File: src/rtl/bank_map_pkg.sv
package bank_map_pkg;

    // Number of 1 KB character windows and 8 KB program windows.
    localparam int CHR_SLOTS = 8;
    localparam int PRG_SLOTS = 3;
    localparam int IDX_W     = 4;

    // Address decode: only bits [15:12] and [1:0] take part.
    localparam logic [15:0] DEC_MASK   = 16'hF003;
    localparam logic [15:0] A_SELECT   = 16'h8000;
    localparam logic [15:0] A_DATA     = 16'h8001;
    localparam logic [15:0] A_MIRROR   = 16'hA000;
    localparam logic [15:0] A_LATCH    = 16'hC000;
    localparam logic [15:0] A_RELOAD   = 16'hC001;
    localparam logic [15:0] A_IRQ_OFF  = 16'hE000;
    localparam logic [15:0] A_IRQ_ON   = 16'hE001;

    typedef enum logic [2:0] {
        OP_NONE,
        OP_SELECT,
        OP_DATA,
        OP_MIRROR,
        OP_LATCH,
        OP_RELOAD,
        OP_IRQ_OFF,
        OP_IRQ_ON
    } reg_op_e;

endpackage

File: src/rtl/bank_map_decode.sv
module bank_map_decode
    import bank_map_pkg::*;
#(
    parameter int ADDR_W = 16
) (
    input  logic              wr_en,
    input  logic [ADDR_W-1:0] wr_addr,
    output reg_op_e           op
);
    logic [15:0] masked;

    assign masked = wr_addr[15:0] & DEC_MASK;

    always_comb begin
        op = OP_NONE;
        if (wr_en) begin
            case (masked)
                A_SELECT:  op = OP_SELECT;
                A_DATA:    op = OP_DATA;
                A_MIRROR:  op = OP_MIRROR;
                A_LATCH:   op = OP_LATCH;
                A_RELOAD:  op = OP_RELOAD;
                A_IRQ_OFF: op = OP_IRQ_OFF;
                A_IRQ_ON:  op = OP_IRQ_ON;
                default:   op = OP_NONE;
            endcase
        end
    end
endmodule

File: src/rtl/bank_map_regs.sv
module bank_map_regs
    import bank_map_pkg::*;
#(
    parameter int BANK_W = 8
) (
    input  logic                          clk,
    input  logic                          rst_n,
    input  reg_op_e                       op,
    input  logic [BANK_W-1:0]             wr_data,
    output logic [CHR_SLOTS*BANK_W-1:0]   chr_bank_o,
    output logic [PRG_SLOTS*BANK_W-1:0]   prg_bank_o,
    output logic                          mirror_h_o,
    output logic [IDX_W-1:0]              sel_idx,
    output logic                          chr_inv
);
    localparam int HALF  = CHR_SLOTS / 2;
    localparam int SLOT_W = $clog2(CHR_SLOTS);
    localparam int PSEL_W = $clog2(PRG_SLOTS);

    typedef struct packed {
        logic [IDX_W-1:0]                   idx;
        logic                               prg_mode;
        logic                               chr_inv;
        logic                               mirror_h;
        logic [CHR_SLOTS-1:0][BANK_W-1:0]   chr;
        logic [PRG_SLOTS-1:0][BANK_W-1:0]   prg;
    } bank_state_t;

    bank_state_t s_d, s_q;
    logic [SLOT_W-1:0] pair_base;
    logic [SLOT_W-1:0] single_slot;
    logic [PSEL_W-1:0] prg_slot;

    always_comb begin
        s_d         = s_q;
        pair_base   = '0;
        single_slot = '0;
        prg_slot    = '0;
        case (op)
            OP_SELECT: begin
                s_d.idx      = wr_data[IDX_W-1:0];
                s_d.prg_mode = wr_data[6];
                s_d.chr_inv  = wr_data[7];
            end
            OP_MIRROR: s_d.mirror_h = wr_data[0];
            OP_DATA: begin
                case (s_q.idx)
                    4'd0, 4'd1: begin
                        // pair loads: even window gets data, odd gets data+1
                        pair_base = SLOT_W'({s_q.idx[0], 1'b0})
                                  + (s_q.chr_inv ? SLOT_W'(HALF) : SLOT_W'(0));
                        s_d.chr[pair_base]        = wr_data;
                        s_d.chr[pair_base + 1'b1] = wr_data + 1'b1;
                    end
                    4'd2, 4'd3, 4'd4, 4'd5: begin
                        single_slot = SLOT_W'(s_q.idx - 4'd2)
                                    + (s_q.chr_inv ? SLOT_W'(0) : SLOT_W'(HALF));
                        s_d.chr[single_slot] = wr_data;
                    end
                    4'd8: s_d.chr[1] = wr_data;
                    4'd9: s_d.chr[3] = wr_data;
                    4'd6: begin
                        prg_slot = s_q.prg_mode ? PSEL_W'(1) : PSEL_W'(0);
                        s_d.prg[prg_slot] = wr_data;
                    end
                    4'd7: begin
                        prg_slot = s_q.prg_mode ? PSEL_W'(2) : PSEL_W'(1);
                        s_d.prg[prg_slot] = wr_data;
                    end
                    4'd15: begin
                        prg_slot = s_q.prg_mode ? PSEL_W'(0) : PSEL_W'(2);
                        s_d.prg[prg_slot] = wr_data;
                    end
                    default: ; // indices 10..14 leave every bank untouched
                endcase
            end
            default: ;
        endcase
    end

    always_ff @(posedge clk) begin
        if (!rst_n) s_q <= '0;
        else        s_q <= s_d;
    end

    for (genvar gi = 0; gi < CHR_SLOTS; gi++) begin : g_chr_out
        assign chr_bank_o[gi*BANK_W +: BANK_W] = s_q.chr[gi];
    end
    for (genvar gp = 0; gp < PRG_SLOTS; gp++) begin : g_prg_out
        assign prg_bank_o[gp*BANK_W +: BANK_W] = s_q.prg[gp];
    end

    assign mirror_h_o = s_q.mirror_h;
    assign sel_idx    = s_q.idx;
    assign chr_inv    = s_q.chr_inv;
endmodule

File: src/rtl/bank_map_irq.sv
module bank_map_irq
    import bank_map_pkg::*;
#(
    parameter int CNT_W = 8
) (
    input  logic             clk,
    input  logic             rst_n,
    input  reg_op_e          op,
    input  logic [CNT_W-1:0] wr_data,
    input  logic             tick_line,
    input  logic             tick_cycle,
    output logic             irq_o
);
    typedef struct packed {
        logic [CNT_W-1:0] latch;
        logic [CNT_W-1:0] cnt;
        logic             en;
        logic             reload;
        logic             mode;
        logic             pend;
    } irq_state_t;

    irq_state_t s_d, s_q;
    logic       tick;

    assign tick = s_q.mode ? tick_cycle : tick_line;

    always_comb begin
        s_d = s_q;
        case (op)
            OP_LATCH: begin
                s_d.latch = wr_data;
                if (s_q.reload) s_d.cnt = wr_data;
            end
            OP_RELOAD: begin
                s_d.reload = 1'b1;
                s_d.cnt    = s_q.latch;
                s_d.mode   = wr_data[0];
            end
            OP_IRQ_OFF: begin
                s_d.en   = 1'b0;
                s_d.pend = 1'b0;
                if (s_q.reload) s_d.cnt = s_q.latch;
            end
            OP_IRQ_ON: begin
                s_d.en = 1'b1;
                if (s_q.reload) s_d.cnt = s_q.latch;
            end
            default: begin
                if (s_q.en && tick) begin
                    if (s_q.cnt <= CNT_W'(1)) begin
                        s_d.pend = 1'b1;
                        s_d.cnt  = s_q.latch;
                    end else begin
                        s_d.cnt = s_q.cnt - 1'b1;
                    end
                end
            end
        endcase
    end

    always_ff @(posedge clk) begin
        if (!rst_n) s_q <= '0;
        else        s_q <= s_d;
    end

    assign irq_o = s_q.pend;
endmodule

File: src/rtl/idx_bank_mapper.sv
module idx_bank_mapper
    import bank_map_pkg::*;
#(
    parameter int ADDR_W = 16,
    parameter int BANK_W = 8
) (
    input  logic                        clk,
    input  logic                        rst_n,
    input  logic                        wr_en,
    input  logic [ADDR_W-1:0]           wr_addr,
    input  logic [BANK_W-1:0]           wr_data,
    input  logic                        tick_line,
    input  logic                        tick_cycle,
    output logic [CHR_SLOTS*BANK_W-1:0] chr_bank_o,
    output logic [PRG_SLOTS*BANK_W-1:0] prg_bank_o,
    output logic                        mirror_h_o,
    output logic                        irq_o
);
    reg_op_e          op;
    logic [IDX_W-1:0] sel_idx;
    logic             chr_inv;

    bank_map_decode #(.ADDR_W(ADDR_W)) u_dec (
        .wr_en   (wr_en),
        .wr_addr (wr_addr),
        .op      (op)
    );

    bank_map_regs #(.BANK_W(BANK_W)) u_regs (
        .clk        (clk),
        .rst_n      (rst_n),
        .op         (op),
        .wr_data    (wr_data),
        .chr_bank_o (chr_bank_o),
        .prg_bank_o (prg_bank_o),
        .mirror_h_o (mirror_h_o),
        .sel_idx    (sel_idx),
        .chr_inv    (chr_inv)
    );

    bank_map_irq #(.CNT_W(BANK_W)) u_irq (
        .clk        (clk),
        .rst_n      (rst_n),
        .op         (op),
        .wr_data    (wr_data),
        .tick_line  (tick_line),
        .tick_cycle (tick_cycle),
        .irq_o      (irq_o)
    );
endmodule

File: config.mk
export PLATFORM = sky130hd
export DESIGN_NAME = idx_bank_mapper
export DESIGN_NICKNAME = d
export VERILOG_FILES = /design/src/rtl/bank_map_pkg.sv /design/src/rtl/bank_map_decode.sv /design/src/rtl/bank_map_regs.sv /design/src/rtl/bank_map_irq.sv /design/src/rtl/idx_bank_mapper.sv
export SDC_FILE = /design/constraint.sdc
export NUM_CORES = 1
export LEC_CHECK = 0
export BUFFER_PORTS_ARGS = -buffer_cell sky130_fd_sc_hd__buf_4
export CAP_MARGIN = 40
export CORE_ASPECT_RATIO = 0.7
export CORE_MARGIN = 2
export CORE_UTILIZATION = 51
export CTS_CLUSTER_DIAMETER = 120
export CTS_CLUSTER_SIZE = 10
export DETAILED_ROUTE_END_ITERATION = 8
export GPL_TIMING_DRIVEN = 0
export HOLD_SLACK_MARGIN = 0.08
export MAX_ROUTING_LAYER = met4
export PLACE_DENSITY = 0.76
export REMOVE_ABC_BUFFERS = 1
export SLEW_MARGIN = 0
export SYNTH_ARGS = -nofsm -noshare
export SYNTH_HDL_FRONTEND = slang
export SYNTH_SLANG_ARGS = --single-unit
File: constraint.sdc
create_clock -name clk -period 1.9 [get_ports clk]
set_input_delay 0.38 -clock clk [delete_from_list [all_inputs] [get_ports clk]]
set_output_delay 0.38 -clock clk [all_outputs]
set_load 0.01 [all_outputs]
==> results_dict.tcl <==
set metrics [dict create \
    r2r_cells 5 \
    min_path_type "input port to register" \
    cts_tree "done" \
    overflow 0 \
    cpPeakStageDelay_ps 590 \
    drt_first_pass_iters 5 \
    cts.sinks 115 \
    initial_core_util_pct 51.93 \
    reg2reg_slack_ps 2 \
    fill_cells 1033 \
    ys_seq_area_share_pct 35.94 \
    cts-hold-fix-buffers 0 \
    synthCells 737 \
    ys_warn_count 0 \
    powerDensity_mw_per_mm2 771.2 \
    routedWlPerCell_microns 20.17 \
    drv_slew 0 \
    worst_hold_path.num_cells 3 \
    grt_pass1_vias 5282 \
    hpwl_mm 11.24 \
    max_clock_freq_mhz 526.9 \
    num_rows 34 \
    grt_first_pass_wirelength_mm 27.65 \
    drc 0 \
    p_comb_share_pct 6.0 \
    startpoint "u_regs.sel_idx[1]" \
    antenna_left 0 \
    path_cells "nor3b_4 -> or4_4 -> o31ai_1 -> a22oi_1 -> o2bb2ai_1" \
    p_sw_share_pct 23.64 \
    htree_num_levels 4 \
    place.gp.congestion 0.9876 \
    crit_arrival_ps 2230 \
    final_common_cell "buf_4" \
    startpoint_type "register" \
    clk_path_buf_depth 2 \
    p_int_w 0.004401 \
    synth_edf_count 0 \
    die-area_sq_mm 0.01349 \
    pwr-share-seq_pct 42.0 \
    num-nets-final 771 \
    cts_made_buffers 17 \
    timing_worst_setup_path_type "register to register" \
    fin_skew_ps 6.083 \
    fp.dieH_microns 97.77 \
    area_growth_pct 16.66 \
    grt_use_total_pct 27.23 \
    p_clk_share_pct 52.0 \
    path_max_fanout 23 \
    fin_crit_sh_pct 99.88 \
    grt_max_degree 60 \
    worst_slack_ps 2.186 \
    fin_crit_ps 1898 \
    slowest_stage "or4_4" \
    synth.avg_cell_area_sq_um 8.692 \
    reg2reg_from "u_regs.sel_idx[1]" \
    layout_common_cells "buf_4 (117), dfxtp_1 (108), nor2_1 (59), nand2_1 (54), mux2i_1 (51)" \
    antenna_found_initial 0 \
    core_area_sq_mm 0.01234 \
    netlist_area_sq_mm 0.006406 \
    final_util_pct 60.58 \
    peakVddDrop_v 0.0005846 \
    drive_above_1_share_pct 30.80 \
    hold_violations 0 \
    async_flop_share_pct 0 \
    routed-via-count 5732 \
    setup_tns_ps 0 \
    synth_ff_type "dfxtp_1" \
    drt_first_iter_violations 611 \
    viasPerCell 6.285 \
    timing.rr.end "u_regs.chr_bank_o[11]" \
    slew_headroom_pct 37.81 \
    cts_root_buf "clkbuf_16" \
    die_w_microns 138.0 \
    max_cap_violations 0 \
    synth-seq-cells 115 \
    routed_wl_mm 18.39 \
    rsz0062_at_grt "true" \
    switchingPower_w 0.001363 \
    worst_slew_pin_slew_ps 925.2 \
    p_leak_nw 3.136 \
    setup-violations-final 0 \
    status "finished, final reports clean" \
    cp-end-kind "register" \
    io_pins 119 \
    critPathRequiredTime_ps 2230 \
    diodes 0 \
    clock_latency_ps 410 \
    port_buffers 108 \
    place_ws_ps -906.8 \
    ys_types 75 \
    clk_pin_slew_ps 60 \
    critPathCapture "u_regs.chr_bank_o[11]" \
]
==> critical path: cells and delay by family, from the launching register on <==
family | cells | cell delay (ps)
and+or+nand+nor | 2 | 800
AOI/OAI and AO/OA | 3 | 580
DFF | 1 | 440
==> sequential cells by signal, indices dropped and copies added (netlist names) <==
signal / count
u_irq.s_q: 19
u_regs.sel_idx: 4
u_regs.prg_bank_o: 24
u_irq.irq_o: 1
u_regs.mirror_h_o: 1
u_regs.chr_inv: 1
u_regs.chr_bank_o: 64
u_regs.s_q: 1
==> stage by stage <==
step | instance area [sq um] | instances | hold WS [ps] | total power (W)
after floorplan | 5480 | 597 | 433.6 | 0.002615
after global placement | 6494 | 867 | 445.0 | 0.002770
after detailed placement | 6510 | 868 | 448.3 | 0.002781
after CTS | 7211 | 900 | 293.9 | 0.005765
after global routing | 7473 | 912 | 322.8 | 0.005941
final | 7473 | 912 | 323.6 | 0.005764
==> power by group through the flow <==
stage	clock network (W)	logic, W	registers [W]
final	0.00300	0.000343	0.00242
after detailed placement	0	0.000301	0.00248
after global placement	0	0.000291	0.00248
after CTS	0.00303	0.000311	0.00242
after global routing	0.00316	0.000360	0.00242
after floorplan	0	0.000136	0.00248
==> worst min-delay path by stage <==
stage                               startpoint                   end
final                               wr_addr[0]          u_irq.s_q[3]
after global routing                wr_addr[0]          u_irq.s_q[3]
after CTS                           wr_addr[0]          u_irq.s_q[3]
after detailed placement  u_regs.chr_bank_o[5]  u_regs.chr_bank_o[5]
after global placement           u_irq.s_q[18]         u_irq.s_q[18]
after floorplan                  u_irq.s_q[19]         u_irq.s_q[11]
==> cells in the mapped netlist (all sizes together), types with 5 or more instances <==
cell / instances / area (sq um)
a22o: 16 / 140.1
inv: 7 / 26.28
nand3: 19 / 95.09
nand2: 56 / 215.2
o21ai: 50 / 254.0
o31ai: 6 / 45.04
and3: 6 / 37.54
nor3b: 5 / 58.80
mux2i: 52 / 520.5
buf: 112 / 820.8
mux2: 8 / 90.09
nor3: 13 / 86.34
and2: 8 / 50.05
a22oi: 17 / 127.6
a31oi: 9 / 56.30
nor2b: 6 / 37.54
nor2: 60 / 227.7
o2bb2ai: 15 / 131.4
clkbuf: 28 / 105.1
nor4: 5 / 43.79
a2bb2oi: 5 / 50.04
nand2b: 13 / 81.33
a21oi: 39 / 210.2
dfxtp: 115 / 2302
==> area by class of cell <==
| type | instances | area (sq um) | area share (%) |
|---|---|---|---|
| repair buffers | 123 | 969.7 | 12.98 |
| multi-input cells | 474 | 3386 | 45.30 |
| flip-flops and latches | 115 | 2326 | 31.12 |
| well taps | 162 | 202.7 | 2.712 |
| clock inverters | 9 | 81.33 | 1.088 |
| clock buffers | 21 | 470.5 | 6.295 |
| inverters | 8 | 37.54 | 0.5023 |
==> layer usage <==
metal	vias to the layer above	routed length, microns	global-route usage, %
li1	2547	-	-
met3	66	1985	7.944
met1	2738	7648	35.96
met2	381	8234	40.10
met5	-	0	-
met4	0	525	8.713
==> what timing repair did <==
| item | 4_1_cts | 5_1_grt |
|---|---|---|
| pin swaps | 1 | 7 |
| gates cloned | 0 | 0 |
| buffers inserted | 2 | 12 |
| hold endpoints to repair | 0 | 0 |
| resized for setup | 29 | 35 |
| setup endpoints to repair | 94 | 82 |
==> logic make-up after synthesis <==
logic type / count (synthesis) / synth area share [%]
simple gates: 218 / 18.34
compound gates: 186 / 19.73
buf+inv: 148 / 14.92
flops: 115 / 35.94
mux: 60 / 9.531
xor+xnor: 7 / 0.9570
fa+ha+maj: 3 / 0.5860
Power figures use the tool's default switching activity.
